## config.mk

```make
export PLATFORM = sky130hd
export DESIGN_NAME = ixreg_port
export DESIGN_NICKNAME = d
export VERILOG_FILES = /design/src/rtl/ixreg_pkg.sv /design/src/rtl/ixreg_bank.sv /design/src/rtl/ixreg_keyguard.sv /design/src/rtl/ixreg_rdmux.sv /design/src/rtl/ixreg_port.sv
export SDC_FILE = /design/constraint.sdc
export NUM_CORES = 1
export LEC_CHECK = 0
export CAP_MARGIN = 20
export CORE_MARGIN = 4
export CORE_UTILIZATION = 60
export CTS_BUF_LIST = sky130_fd_sc_hd__clkbuf_4 sky130_fd_sc_hd__clkbuf_8
export DETAILED_ROUTE_END_ITERATION = 10
export DONT_BUFFER_PORTS = 1
export PLACE_DENSITY = 0.76
export SLEW_MARGIN = 20
export SYNTH_ARGS = -nofsm -noshare
export SYNTH_HDL_FRONTEND = slang
export SYNTH_SLANG_ARGS = --single-unit
```

## constraint.sdc

```tcl
create_clock -name clk -period 2.3 [get_ports clk]
set_input_delay 0.46 -clock clk [delete_from_list [all_inputs] [get_ports clk]]
set_output_delay 0.46 -clock clk [all_outputs]
set_load 0.01 [all_outputs]
```

## src/rtl/ixreg_pkg.sv

```systemverilog
package ixreg_pkg;

  // direct register addresses
  localparam int ADDR_PTR = 0;
  localparam int ADDR_WIN = 1;

  // indirect indices
  localparam int IX_OWN  = 0;
  localparam int IX_TO   = 1;
  localparam int IX_MODE = 2;
  localparam int IX_SLO  = 3;
  localparam int IX_SHI  = 4;
  localparam int IX_RST  = 6;
  localparam int IX_NREG = 5;

  // reset key bytes
  localparam logic [7:0] KEY_FIRST  = 8'hA5;
  localparam logic [7:0] KEY_SECOND = 8'h5A;

  typedef enum logic {
    KEY_IDLE  = 1'b0,
    KEY_ARMED = 1'b1
  } key_state_e;

endpackage

```

## src/rtl/ixreg_bank.sv

```systemverilog
module ixreg_bank
  import ixreg_pkg::*;
#(
  parameter int DW   = 8,
  parameter int IXW  = 3,
  parameter int NREG = IX_NREG,
  parameter logic [NREG*DW-1:0] DEFS = '0
) (
  input  logic               clk,
  input  logic               rst_n,
  input  logic               we_i,
  input  logic [IXW-1:0]     idx_i,
  input  logic [DW-1:0]      wdata_i,
  input  logic               restore_i,
  output logic [NREG*DW-1:0] regs_o,
  output logic [DW-1:0]      rd_val_o
);

  for (genvar gi = 0; gi < NREG; gi++) begin : g_reg
    localparam logic [DW-1:0] DEF = DEFS[gi*DW +: DW];
    localparam bit RESTORABLE = (gi >= IX_MODE);
    logic [DW-1:0] r_q;
    logic [DW-1:0] r_d;
    logic          r_en;

    always_comb begin
      r_en = 1'b0;
      r_d  = r_q;
      if (RESTORABLE && restore_i) begin
        r_en = 1'b1;
        r_d  = DEF;
      end else if (we_i && (idx_i == IXW'(gi))) begin
        r_en = 1'b1;
        r_d  = wdata_i;
      end
    end

    always_ff @(posedge clk or negedge rst_n) begin
      if (!rst_n) begin
        r_q <= DEF;
      end else if (r_en) begin
        r_q <= r_d;
      end
    end

    assign regs_o[gi*DW +: DW] = r_q;
  end

  always_comb begin
    rd_val_o = '0;
    for (int k = 0; k < NREG; k++) begin
      if (idx_i == IXW'(k)) begin
        rd_val_o = regs_o[k*DW +: DW];
      end
    end
  end

  AST_MODE_RESTORED: assert property (@(posedge clk) disable iff (!rst_n)
    restore_i |=> (regs_o[IX_MODE*DW +: DW] == DEFS[IX_MODE*DW +: DW]));
  AST_SHI_RESTORED: assert property (@(posedge clk) disable iff (!rst_n)
    restore_i |=> (regs_o[IX_SHI*DW +: DW] == DEFS[IX_SHI*DW +: DW]));
  AST_OWN_KEPT: assert property (@(posedge clk) disable iff (!rst_n)
    (restore_i && !we_i) |=> $stable(regs_o[IX_OWN*DW +: DW]));

endmodule

```

## src/rtl/ixreg_keyguard.sv

```systemverilog
module ixreg_keyguard
  import ixreg_pkg::*;
#(
  parameter int DW = 8
) (
  input  logic          clk,
  input  logic          rst_n,
  input  logic          kwe_i,
  input  logic [DW-1:0] wdata_i,
  output logic          restore_o,
  output logic          core_rst_o
);

  localparam logic [DW-1:0] K1 = DW'(KEY_FIRST);
  localparam logic [DW-1:0] K2 = DW'(KEY_SECOND);

  key_state_e state_q, state_d;
  logic       fire_q, fire_d;
  logic       pulse_q;

  always_comb begin
    state_d = state_q;
    fire_d  = 1'b0;
    case (state_q)
      KEY_IDLE: begin
        if (kwe_i && (wdata_i == K1)) begin
          state_d = KEY_ARMED;
        end
      end
      KEY_ARMED: begin
        if (kwe_i) begin
          state_d = KEY_IDLE;
          fire_d  = (wdata_i == K2);
        end
      end
      default: state_d = KEY_IDLE;
    endcase
  end

  always_ff @(posedge clk or negedge rst_n) begin
    if (!rst_n) begin
      state_q <= KEY_IDLE;
      fire_q  <= 1'b0;
      pulse_q <= 1'b0;
    end else begin
      state_q <= state_d;
      fire_q  <= fire_d;
      pulse_q <= fire_q;
    end
  end

  assign restore_o  = fire_q;
  assign core_rst_o = pulse_q;

  AST_SINGLE_PULSE: assert property (@(posedge clk) disable iff (!rst_n)
    core_rst_o |=> !core_rst_o);
  AST_PULSE_FOLLOWS: assert property (@(posedge clk) disable iff (!rst_n)
    fire_q |=> core_rst_o);
  AST_FIRE_NEEDS_ARM: assert property (@(posedge clk) disable iff (!rst_n)
    fire_q |-> ($past(state_q) == KEY_ARMED));

endmodule

```

## src/rtl/ixreg_rdmux.sv

```systemverilog
module ixreg_rdmux
  import ixreg_pkg::*;
#(
  parameter int AW  = 2,
  parameter int DW  = 8,
  parameter int IXW = 3
) (
  input  logic           clk,
  input  logic           rst_n,
  input  logic           rd_en_i,
  input  logic [AW-1:0]  addr_i,
  input  logic [IXW-1:0] ptr_i,
  input  logic [DW-1:0]  win_val_i,
  output logic [DW-1:0]  rdata_o
);

  logic [DW-1:0] sel;
  logic [DW-1:0] rdata_q;

  always_comb begin
    sel = '0;
    if (addr_i == AW'(ADDR_PTR)) begin
      sel = DW'(ptr_i);
    end else if (addr_i == AW'(ADDR_WIN)) begin
      sel = win_val_i;
    end
  end

  always_ff @(posedge clk or negedge rst_n) begin
    if (!rst_n) begin
      rdata_q <= '0;
    end else if (rd_en_i) begin
      rdata_q <= sel;
    end
  end

  assign rdata_o = rdata_q;

  AST_RDATA_HOLD: assert property (@(posedge clk) disable iff (!rst_n)
    !rd_en_i |=> $stable(rdata_o));
  AST_UNMAPPED_ZERO: assert property (@(posedge clk) disable iff (!rst_n)
    (rd_en_i && (addr_i != AW'(ADDR_PTR)) && (addr_i != AW'(ADDR_WIN)))
      |=> (rdata_o == '0));

endmodule

```

## src/rtl/ixreg_port.sv

```systemverilog
module ixreg_port
  import ixreg_pkg::*;
#(
  parameter int AW  = 2,
  parameter int DW  = 8,
  parameter int IXW = 3,
  parameter logic [DW-1:0] OWN_DEF  = 8'hE0,
  parameter logic [DW-1:0] TO_DEF   = 8'hFF,
  parameter logic [DW-1:0] MODE_DEF = 8'h00,
  parameter logic [DW-1:0] SLO_DEF  = 8'h9D,
  parameter logic [DW-1:0] SHI_DEF  = 8'h86
) (
  input  logic          clk,
  input  logic          rst_n,
  input  logic [AW-1:0] addr_i,
  input  logic [DW-1:0] wdata_i,
  input  logic          wr_en_i,
  input  logic          rd_en_i,
  output logic [DW-1:0] rdata_o,
  output logic [DW-1:0] own_addr_o,
  output logic [DW-1:0] timeout_o,
  output logic [DW-1:0] mode_o,
  output logic [DW-1:0] scl_lo_o,
  output logic [DW-1:0] scl_hi_o,
  output logic          core_rst_o
);

  localparam int NREG = IX_NREG;
  localparam logic [NREG*DW-1:0] DEFS = {SHI_DEF, SLO_DEF, MODE_DEF, TO_DEF, OWN_DEF};

  // reset: asserted asynchronously, released on the clock
  logic [1:0] rs_q;
  logic       srst_n;

  always_ff @(posedge clk or negedge rst_n) begin
    if (!rst_n) begin
      rs_q <= 2'b00;
    end else begin
      rs_q <= {rs_q[0], 1'b1};
    end
  end

  assign srst_n = rs_q[1];

  // pointer
  logic [IXW-1:0] ptr_q, ptr_d;
  logic           ptr_en;
  logic           win_we;
  logic           key_we;

  assign ptr_en = wr_en_i && (addr_i == AW'(ADDR_PTR));
  assign win_we = wr_en_i && (addr_i == AW'(ADDR_WIN));
  assign key_we = win_we && (ptr_q == IXW'(IX_RST));

  always_comb begin
    ptr_d = ptr_q;
    if (ptr_en) begin
      ptr_d = wdata_i[IXW-1:0];
    end
  end

  always_ff @(posedge clk or negedge srst_n) begin
    if (!srst_n) begin
      ptr_q <= '0;
    end else if (ptr_en) begin
      ptr_q <= ptr_d;
    end
  end

  logic [NREG*DW-1:0] regs;
  logic [DW-1:0]      win_val;
  logic               restore;

  ixreg_bank #(
    .DW   (DW),
    .IXW  (IXW),
    .NREG (NREG),
    .DEFS (DEFS)
  ) i_bank (
    .clk       (clk),
    .rst_n     (srst_n),
    .we_i      (win_we),
    .idx_i     (ptr_q),
    .wdata_i   (wdata_i),
    .restore_i (restore),
    .regs_o    (regs),
    .rd_val_o  (win_val)
  );

  ixreg_keyguard #(
    .DW (DW)
  ) i_key (
    .clk        (clk),
    .rst_n      (srst_n),
    .kwe_i      (key_we),
    .wdata_i    (wdata_i),
    .restore_o  (restore),
    .core_rst_o (core_rst_o)
  );

  ixreg_rdmux #(
    .AW  (AW),
    .DW  (DW),
    .IXW (IXW)
  ) i_rd (
    .clk       (clk),
    .rst_n     (srst_n),
    .rd_en_i   (rd_en_i),
    .addr_i    (addr_i),
    .ptr_i     (ptr_q),
    .win_val_i (win_val),
    .rdata_o   (rdata_o)
  );

  assign own_addr_o = regs[IX_OWN*DW  +: DW];
  assign timeout_o  = regs[IX_TO*DW   +: DW];
  assign mode_o     = regs[IX_MODE*DW +: DW];
  assign scl_lo_o   = regs[IX_SLO*DW  +: DW];
  assign scl_hi_o   = regs[IX_SHI*DW  +: DW];

  AST_PTR_HOLD: assert property (@(posedge clk) disable iff (!srst_n)
    !ptr_en |=> $stable(ptr_q));
  AST_RST_DEFAULTS: assert property (@(posedge clk) disable iff (!srst_n)
    core_rst_o |-> ((mode_o == MODE_DEF) && (scl_lo_o == SLO_DEF)
                    && (scl_hi_o == SHI_DEF)));

endmodule

```

==> results of run 1 <==
[final cells by class]
cell class | count | area share
inverters | 2 | 0.00269
clock buffers | 5 | 0.0246
clock inverters | 3 | 0.0166
multi-input cells | 149 | 0.406
repair buffers | 6 | 0.0170
flip-flops and latches | 56 | 0.510
well taps | 50 | 0.0224
[flip-flops by register name (all words and copies together) (netlist names)]
name	flops
i_key.restore_o	1
i_bank.g.r_q	40
rs_q	2
ptr_q	3
i_key.core_rst_o	1
i_rd.rdata_o	8
i_key.state_q	1
[per-layer routing]
metal | global-route usage | routed length (um) | vias to the layer above
met1 | 0.305 | 2360 | 895
li1 | - | - | 788
met5 | 0 | 0 | -
met2 | 0.376 | 3050 | 103
met3 | 0.101 | 800 | 10
met4 | 0.0810 | 106 | 0
[layout by cell type (no fill, tap or decap), types with 5 or more instances in the layout]
master    instances
nor2b_1           9
nor3_1            8
dfstp_2          19
buf_4             5
mux2i_1          11
dfrtp_1          36
a21oi_2           5
nor2_1           18
mux2_4            8
o21ai_0           9
a221o_1           5
a21oi_1           8
mux4_2            5
mux2_2           12
clkbuf_8          5
nand2_1          14
nand3_1          15
[kinds of logic (layout without fill, tap and decap cells)]
| kind of cell | count (synthesis) | in the layout |
|---|---|---|
| and+or+nand+nor | 77 | 77 |
| DFF | 56 | 56 |
| muxes | 36 | 36 |
| AOI/OAI and AO/OA | 35 | 35 |
| buffers and inverters | 15 | 16 |
| other | 1 | 1 |
[worst max-delay path by stage]
stage	from	cells after the start	slack [ns]	to
floorplan	rs_q[1]	0	0.66	i_bank.g_reg[0].r_q[0]
global placement	ptr_q[0]	2	0.41	i_rd.rdata_o[6]
detailed placement	ptr_q[0]	4	0.28	i_bank.g_reg[2].r_q[7]
CTS	ptr_q[0]	4	0.27	i_bank.g_reg[2].r_q[7]
global route	ptr_q[0]	4	0.11	i_bank.g_reg[2].r_q[1]
finish	ptr_q[0]	4	0.26	i_bank.g_reg[2].r_q[1]
[report_power, final]
group          internal, mW  switching (mW)  total, mW
clock network         0.328           0.336      0.665
logic                 0.395           0.268      0.663
registers              1.42           0.542       1.96
total                  2.15            1.15       3.29
[through the flow]
stage	power, mW	worst slack [ns]	hold slack [ns]	cell area (sq um)	std cells
final	3.29	0.259	0.266	2800	271
after global routing	3.45	0.111	0.261	2800	271
after CTS	3.29	0.271	0.260	2800	271
after detailed placement	2.64	0.277	0.164	2670	262
after global placement	2.58	0.414	0.164	2670	262
after floorplan	2.41	0.659	0.164	2660	220
==> metrics, run 1 <==
status finished clean; crit path capture type register; main combinational cell family by area after synthesis multiplexers; CTS buffer count 5; number of port buffers 0; 1st-iter DRT viols 161; Max Root-Sink Buffers 2; synth top area cells dfrtp_1 (35%), dfstp_2 (19%), mux2_2 (5.1%); Leak 1.20 nW; Synth Area in Simple Gates 0.151; fillers 330; Synth Area in Compound Gates 0.0949; sequential-to-total area share from yosys stat 0.535; Synth cell types 35; CTS root buf clkbuf_8; RSZ-0062 raised after global routing false; r2r endpoint i_bank.g_reg[2].r_q[1]; Post-Syn Area 2660 sq um; Residual DRC 0; CTS tree built; first-pass GRT wire length 9.93 mm; share of layout cells above drive strength 1 0.308; DR vias 1796; Syn Area/Cell 12.1 sq um; Bufs and invs on worst path 0; ys async rst share 1.00; DR WL/cell 23.3 um; CTS resizes 0; die span in y 74.6 um; Relative slew margins 0.485; adder-cell area share of the yosys netlist 0; # rows 23; hpwl dp 4.50 mm; effective utilization at floorplan 0.643; Tot GR Track Use 0.241; # hold bufs at CTS 1; most common cell in the netlist dfrtp_1; final wirelength 6.31 mm; post-synth top area cell dfrtp_1; crit-path leading delay family simple AND/OR/NAND/NOR gates; Crit Path Max Fanout 18; WP data required 2.47 ns; total number of H-tree levels 2; remaining antenna violation count 0; VDD IR-drop max 0.000576 V; crit path kind register to register; worst skew pair latency 0.32 ns; Yosys reg bits 56; clk slew on worst S/H paths 0.10 ns; Synth Flop Type dfrtp_1; hold crit path type register to asynchronous set/reset pin; Achievable Freq 490 MHz; CP arrival 2.21 ns; mux cell area share after synthesis 0.179; total negative slack 0 ns; crit start category register; crit share post-route 0.887; CP max-delay cell dfrtp_1; largest net degree at the start of global routing 26; MaxCap Viol Count 0; synth cell count leaders dfrtp_1 (37), dfstp_2 (19), nor2_1 (18), nand3_1 (15), nand2_1 (14); drt via density 6.63; diodes inserted 0; reg2reg path depth 4; Area Growth Syn to Fin 4.93%; Period minus WS final 2.04 ns; worst slew pin tran 0.772 ns; fin util 0.675; cell mode on critical path nand2_1; sequential cell area 1430 sq um; Setup violations, final 0; Final Wtd Congestion 0.888; Final nets 234; Cell Pwr Density 1180 nW/um^2; die width 74.6 um; area of the multi-input gates 1140 sq um; Reg2Reg Setup Slack 0.26 ns; CP cell instances nor2b_1, nand2_1, nand2_1, a21oi_1; # IOs 63; GRT overflow 0; Post-synth EDFFs 0; skew final 0.00554 ns; final slew viol count 0; reg2reg start ptr_q[0]; top-area cell type share of the netlist area 0.348; initial antenna violation count 0; First-pass DRT Iterations 4; post-synthesis xor/xnor area fraction 0; Slowest Stage Delay on Critical Path 0.67 ns; Mapped Nets 234; Setup Fix Bufs, Post-CTS 0; die area 5570 sq um; Synth warnings 0; CORE AREA 4140 sq um; Synth Instances 220; Hold Violations, Final 0; vias in the first global route 1867; clk sink count 56
(Power assumes the default switching activity.)
==> run 2, diff against run 1 <==
==> constraint.sdc (replaced) <==
create_clock -name clk -period 2.6 [get_ports clk]
set_input_delay 0.52 -clock clk [delete_from_list [all_inputs] [get_ports clk]]
set_output_delay 0.52 -clock clk [all_outputs]
set_load 0.01 [all_outputs]
==> run 2 against run 1 <==
  * First-iteration DRC count down 14%
  * Via count down 5.0%
  * Critical path depth unchanged
  * Routed wire length down 8.3%
  * Non-clock buffer count down 3
  * Hold slack worse by 0.093 ns
  * Die area unchanged
  * Worst setup slack better by 0.27 ns
  * Register-to-register slack better by 0.27 ns
  * Power down 16%
  * Combinational power down 13%
  * Flip-flop and latch count unchanged
  * Critical path type unchanged
  * Largest cell class unchanged
==> metrics, run 2 (same netlist as run 1, synthesis figures left out) <==
largest net degree at the start of global routing 39 (+50%); worst hold margin 0.173 ns (-0.0931 ns); clk slew on worst S/H paths 0.10 ns (about the same); clk sink count 56 (unchanged); diodes inserted 0 (unchanged); WL met3 596 um (-26%); crit path to i_bank.g_reg[2].r_q[6]; number of port buffers 0 (unchanged); CTS root buf clkbuf_8; Crit Path Max Fanout 18 (unchanged); First-pass DRT Iterations 4 (unchanged); total number of H-tree levels 2 (unchanged); CTS resizes 0 (unchanged); fillers 339 (+2.7%); DR WL/cell 21.6 um (-7.2%); share of layout cells above drive strength 1 0.298 (-0.00953); drt via density 6.37 (-3.9%); remaining antenna violation count 0 (unchanged); reg2reg start ptr_q[0]; GRT overflow 0 (unchanged); register name with the most flops i_bank.g.r_q; first-pass GRT wire length 9.03 mm (-9.1%); die span in y 74.6 um (unchanged); die area 5570 sq um (unchanged); worst skew pair latency 0.30 ns (-0.02 ns); Area Growth Syn to Fin 3.24%; Final Wtd Congestion 0.822 (-7.4%); Residual DRC 0 (unchanged); Max Used Layer met4; Reg2Reg Setup Slack 0.53 ns (+0.27 ns); final wirelength 5.79 mm (-8.3%); hold crit path type register to asynchronous set/reset pin; VDD IR-drop max 0.000573 V (-0.38%); commonest non-fill, non-tap cell in the layout dfrtp_1; Relative slew margins 0.375 (-0.111); vias in the first global route 1720 (-7.9%); Non-Filler Instances 268 (-1.1%); worst slew pin tran 0.938 ns (+0.166 ns); # hold bufs at CTS 1 (unchanged); reg2reg path depth 4 (unchanged); CTS tree built; CP arrival 2.22 ns (about the same); Largest register FFs 40 (unchanged); worst setup path start ptr_q[0]; # IOs 63 (unchanged); Placed Instances 259 (-1.1%); Achievable Freq 482 MHz (-1.6%); crit share post-route 0.798 (-0.0895); crit start category register; Period minus WS final 2.07 ns (+0.0336 ns); 1st-iter DRT viols 139 (-14%); hpwl dp 4.20 mm (-6.6%); most frequent cells in the layout dfrtp_1 (36), dfstp_2 (19), nor2_1 (18); final slew viol count 0 (unchanged); DR vias 1706 (-5.0%); die width 74.6 um (unchanged); skew final 0.00957 ns (+0.00403 ns); RSZ-0062 raised after global routing false; CTS buffer count 5 (unchanged); Detail Route met2 WL 2.82 mm (-7.6%); WP data required 2.75 ns (+0.28 ns); CORE AREA 4140 sq um (unchanged); r2r endpoint i_bank.g_reg[2].r_q[6]; status finished clean; # rows 23 (unchanged); MaxCap Viol Count 0 (unchanged); Tot GR Track Use 0.217 (-0.0235); Final nets 231 (-1.3%); crit path kind register to register; Setup Fix Bufs, Post-CTS 0 (unchanged); Setup violations, final 0 (unchanged); initial antenna violation count 0 (unchanged); Hold Violations, Final 0 (unchanged); Max Root-Sink Buffers 2 (unchanged); crit path capture type register; Leak 1.18 nW (-1.6%); Cell Pwr Density 1010 nW/um^2 (-14%); total negative slack 0 ns (unchanged); Met1 Wirelength 2.33 mm (-1.0%); effective utilization at floorplan 0.643 (unchanged)
run 2: changes by cell type in the layout (fill, tap and decap cells not counted), sizes merged:
cell / previous run / this run
clkbuf: 5 / 6
clkinvlp: 1 / 0
clkinv: 0 / 2
inv: 3 / 2
bufinv: 1 / 0
buf: 5 / 2
run 2: report_power, final:
group | leakage (nW) | switching (mW) | internal [mW]
logic | 0.460 | 0.232 | 0.348
registers | 0.674 | 0.462 | 1.26
clock network | 0.0510 | 0.265 | 0.213
run 2: worst max-delay path, stage by stage, from the launching register on:
cell	delay (ns)
dfrtp_1	0.68
nor2b_1	0.65
nand2_1	0.35
nand2_1	0.16
a21oi_1	0.07
run 2: layout make-up:
class,count,area (sq um),area share
inverter,2,7.51,0.00273
multi-input combinational,149,1140,0.413
timing repair buffer,3,25.0,0.00910
tap,50,62.6,0.0227
clock buffer,6,82.6,0.0300
clock inverter,2,10.0,0.00364
sequential,56,1430,0.519
run 2: worst min path at each step:
stage	slack (ns)	end	from	cells past startpoint
2_1_floorplan	0.22	rs_q[0]	rst_n	0
3_3_place_gp	0.18	i_bank.g_reg[2].r_q[2]	rs_q[1]	0
3_5_place_dp	0.19	i_bank.g_reg[2].r_q[2]	rs_q[1]	0
4_1_cts	0.19	i_bank.g_reg[2].r_q[2]	rs_q[1]	0
5_1_grt	0.23	i_bank.g_reg[2].r_q[2]	rs_q[1]	0
6_report	0.17	i_bank.g_reg[2].r_q[2]	rs_q[1]	0
run 2: per-stage QoR:
| step | utilization | area (sq um) | power [mW] | setup WS (ns) |
|---|---|---|---|---|
| 6_report | 0.664 | 2750 | 2.78 | 0.525 |
| 5_1_grt | 0.664 | 2750 | 2.93 | 0.335 |
| 4_1_cts | 0.664 | 2750 | 2.80 | 0.513 |
| 3_5_place_dp | 0.639 | 2650 | 2.32 | 0.536 |
| 3_3_place_gp | 0.639 | 2650 | 2.28 | 0.600 |
| 2_1_floorplan | - | 2660 | 2.13 | 0.959 |
run 2: metal layers:
metal  track usage  vias up
met5             0        -
met1         0.288      845
met4        0.0474        0
met2         0.340       75
li1              -      780
met3        0.0868        6
==> run 3, diff against run 2 <==
==> constraint.sdc (replaced) <==
create_clock -name clk -period 2.1 [get_ports clk]
set_input_delay 0.42 -clock clk [delete_from_list [all_inputs] [get_ports clk]]
set_output_delay 0.42 -clock clk [all_outputs]
set_load 0.01 [all_outputs]
==> run 3 against run 2 <==
  * Cell count grew 1.9%
  * Worst setup slack worse by 0.23 ns
  * Largest cell class unchanged
  * Sequential share of layout area shrank 0.79 points
  * Utilization is 1.0 points higher
  * Global-route usage grew 1.4 points
  * Combinational power rose by 29%
  * Power is 25% higher
  * Critical path depth rose by 1
  * First-iteration DRC count increased by 17%
  * Largest power group unchanged
  * Highest routed layer unchanged
==> metrics, run 3 (same netlist as run 1, synthesis figures left out) <==
Post-Place Setup Slack 0.349 ns (-0.187 ns); Power Internal 2.28 mW (+25%); Worst Slack Setup Final 0.292 ns (-0.234 ns); CTS root buf clkbuf_8; Pwr Total 3.48 mW (+25%); largest net degree at the start of global routing 55 (+41%); combinational power share 0.215 (+0.006); Slowest Stage Delay on Critical Path 0.48 ns (-0.20 ns); VDD IR-drop max 0.000688 V (+20%); worst slew pin tran 0.760 ns (-0.178 ns); Max Root-Sink Buffers 2 (unchanged); First-pass DRT Iterations 4 (unchanged); final slew viol count 0 (unchanged); final instance area 2790 sq um (+1.5%); Residual DRC 0 (unchanged); CP cell instances and4bb_4, and3_1, buf_4, nor3_1, a21oi_2; die span in y 74.6 um (unchanged); Setup Fix Bufs, Post-CTS 0 (unchanged); Post-DP Area 2690 sq um (+1.4%); # IOs 63 (unchanged); Net Sw Frac 0.345 (-0.000520); Placed Instances 264 (+1.9%); diodes inserted 0 (unchanged); initial antenna violation count 0 (unchanged); Setup violations, final 0 (unchanged); RSZ-0062 raised after global routing false; crit share post-route 0.861 (+0.0631); crit path capture type register; CTS resizes 0 (unchanged); vias in the first global route 1809 (+5.2%); fin util 0.674 (+0.0103); WHS Endpoint i_key.restore_o; commonest non-fill, non-tap cell in the layout dfrtp_1; WP data required 2.35 ns (-0.40 ns); Leak 1.21 nW (+2.0%); CP max-delay cell dfrtp_1; CTS buffer count 5 (unchanged); share of layout cells above drive strength 1 0.314 (+0.0157); hpwl dp 4.33 mm (+3.0%); Period minus WS final 1.81 ns (-0.266 ns); Area Growth Syn to Fin 4.84%; # rows 23 (unchanged); crit start category register; Cell Pwr Density 1250 nW/um^2 (+23%); die width 74.6 um (unchanged); CP arrival 2.05 ns (-0.17 ns); DR vias 1762 (+3.3%); Crit Path Max Fanout 12 (-6); drt via density 6.45 (+1.4%); Hold Crit Start wdata_i[6]; CORE AREA 4140 sq um (unchanged); DR WL/cell 21.8 um (+1.1%); Relative slew margins 0.493 (+0.119); total number of H-tree levels 2 (unchanged); Clk network pwr share 0.178 (+0.006); worst skew pair latency 0.31 ns (about the same); clk slew on worst S/H paths 0.10 ns (about the same); skew final 0.00559 ns (-0.00398 ns); clk sink count 56 (unchanged); CTS tree built; first-pass GRT wire length 9.64 mm (+6.8%); total negative slack 0 ns (unchanged); Final nets 236 (+2.2%); Reg2Reg Setup Slack 0.29 ns (-0.23 ns); Non-Filler Instances 273 (+1.9%); worst hold margin 0.242 ns (+0.0688 ns); reg2reg path depth 5 (+1); die area 5570 sq um (unchanged); MaxCap Viol Count 0 (unchanged); Achievable Freq 553 MHz (+15%); Largest register FFs 40 (unchanged); # hold bufs at CTS 1 (unchanged); register name with the most flops i_bank.g.r_q; number of port buffers 0 (unchanged); hold crit path type input port to register; Final Wtd Congestion 0.846 (+2.9%); reg2reg start ptr_q[2]; most frequent cells in the layout dfrtp_1 (36), dfstp_2 (19), nor2_1 (18); Hold Violations, Final 0 (unchanged); part of the power in registers 0.607 (-0.012); P_sw 1.20 mW (+25%); status finished clean; worst hold path stage count 2; GRT overflow 0 (unchanged); remaining antenna violation count 0 (unchanged); effective utilization at floorplan 0.643 (unchanged); final wirelength 5.96 mm (+2.9%); r2r endpoint i_bank.g_reg[3].r_q[7]; crit path kind register to register; Tot GR Track Use 0.231 (+0.0138); 1st-iter DRT viols 163 (+17%)
-- run 3: changes by cell type in the layout (fill, tap and decap cells not counted), sizes merged --
cell      delta
buf          +5
clkbuf       +1
clkinv       -2
clkinvlp     +1
-- run 3: per-layer routing --
metal	part of all wire	global-route usage	up-vias
met5	0	0	-
met4	0.0099	0.0613	0
met3	0.10	0.0868	7
met2	0.48	0.361	78
met1	0.41	0.306	886
li1	-	-	791
-- run 3: power by group through the flow --
stage               Sequential [mW]  Clock, mW  Combinational (mW)
global route                   2.17      0.671               0.827
detailed placement             2.14          0               0.741
finish                         2.11      0.618               0.748
global placement               2.12          0               0.702
CTS                            2.12      0.635               0.748
floorplan                      1.98          0               0.662
-- run 3: final cells by class --
cell class,count,area [sq um]
flip-flops and latches,56,1430
fillers,332,1350
multi-input cells,149,1140
clock buffers,7,90.1
repair buffers,8,62.6
well taps,50,62.6
clock inverters,1,7.51
inverters,2,7.51
-- run 3: worst max path at each step --
stage	from	endpoint	slack, ns	cells past startpoint
4_1_cts	ptr_q[2]	i_bank.g_reg[3].r_q[7]	0.32	5
2_1_floorplan	rs_q[1]	i_bank.g_reg[0].r_q[0]	0.46	0
6_report	ptr_q[2]	i_bank.g_reg[3].r_q[7]	0.29	5
3_3_place_gp	ptr_q[2]	i_bank.g_reg[3].r_q[4]	0.39	5
3_5_place_dp	ptr_q[2]	i_bank.g_reg[3].r_q[7]	0.35	5
5_1_grt	ptr_q[2]	i_bank.g_reg[3].r_q[3]	0.21	5
-- run 3: worst max-delay path, delay by kind of cell (launching register included) --
| kind | cells | cell delay, ns |
|---|---|---|
| and+or+nand+nor | 3 | 0.88 |
| DFF | 1 | 0.48 |
| buffers and inverters | 1 | 0.24 |
| AOI/OAI and AO/OA | 1 | 0.15 |
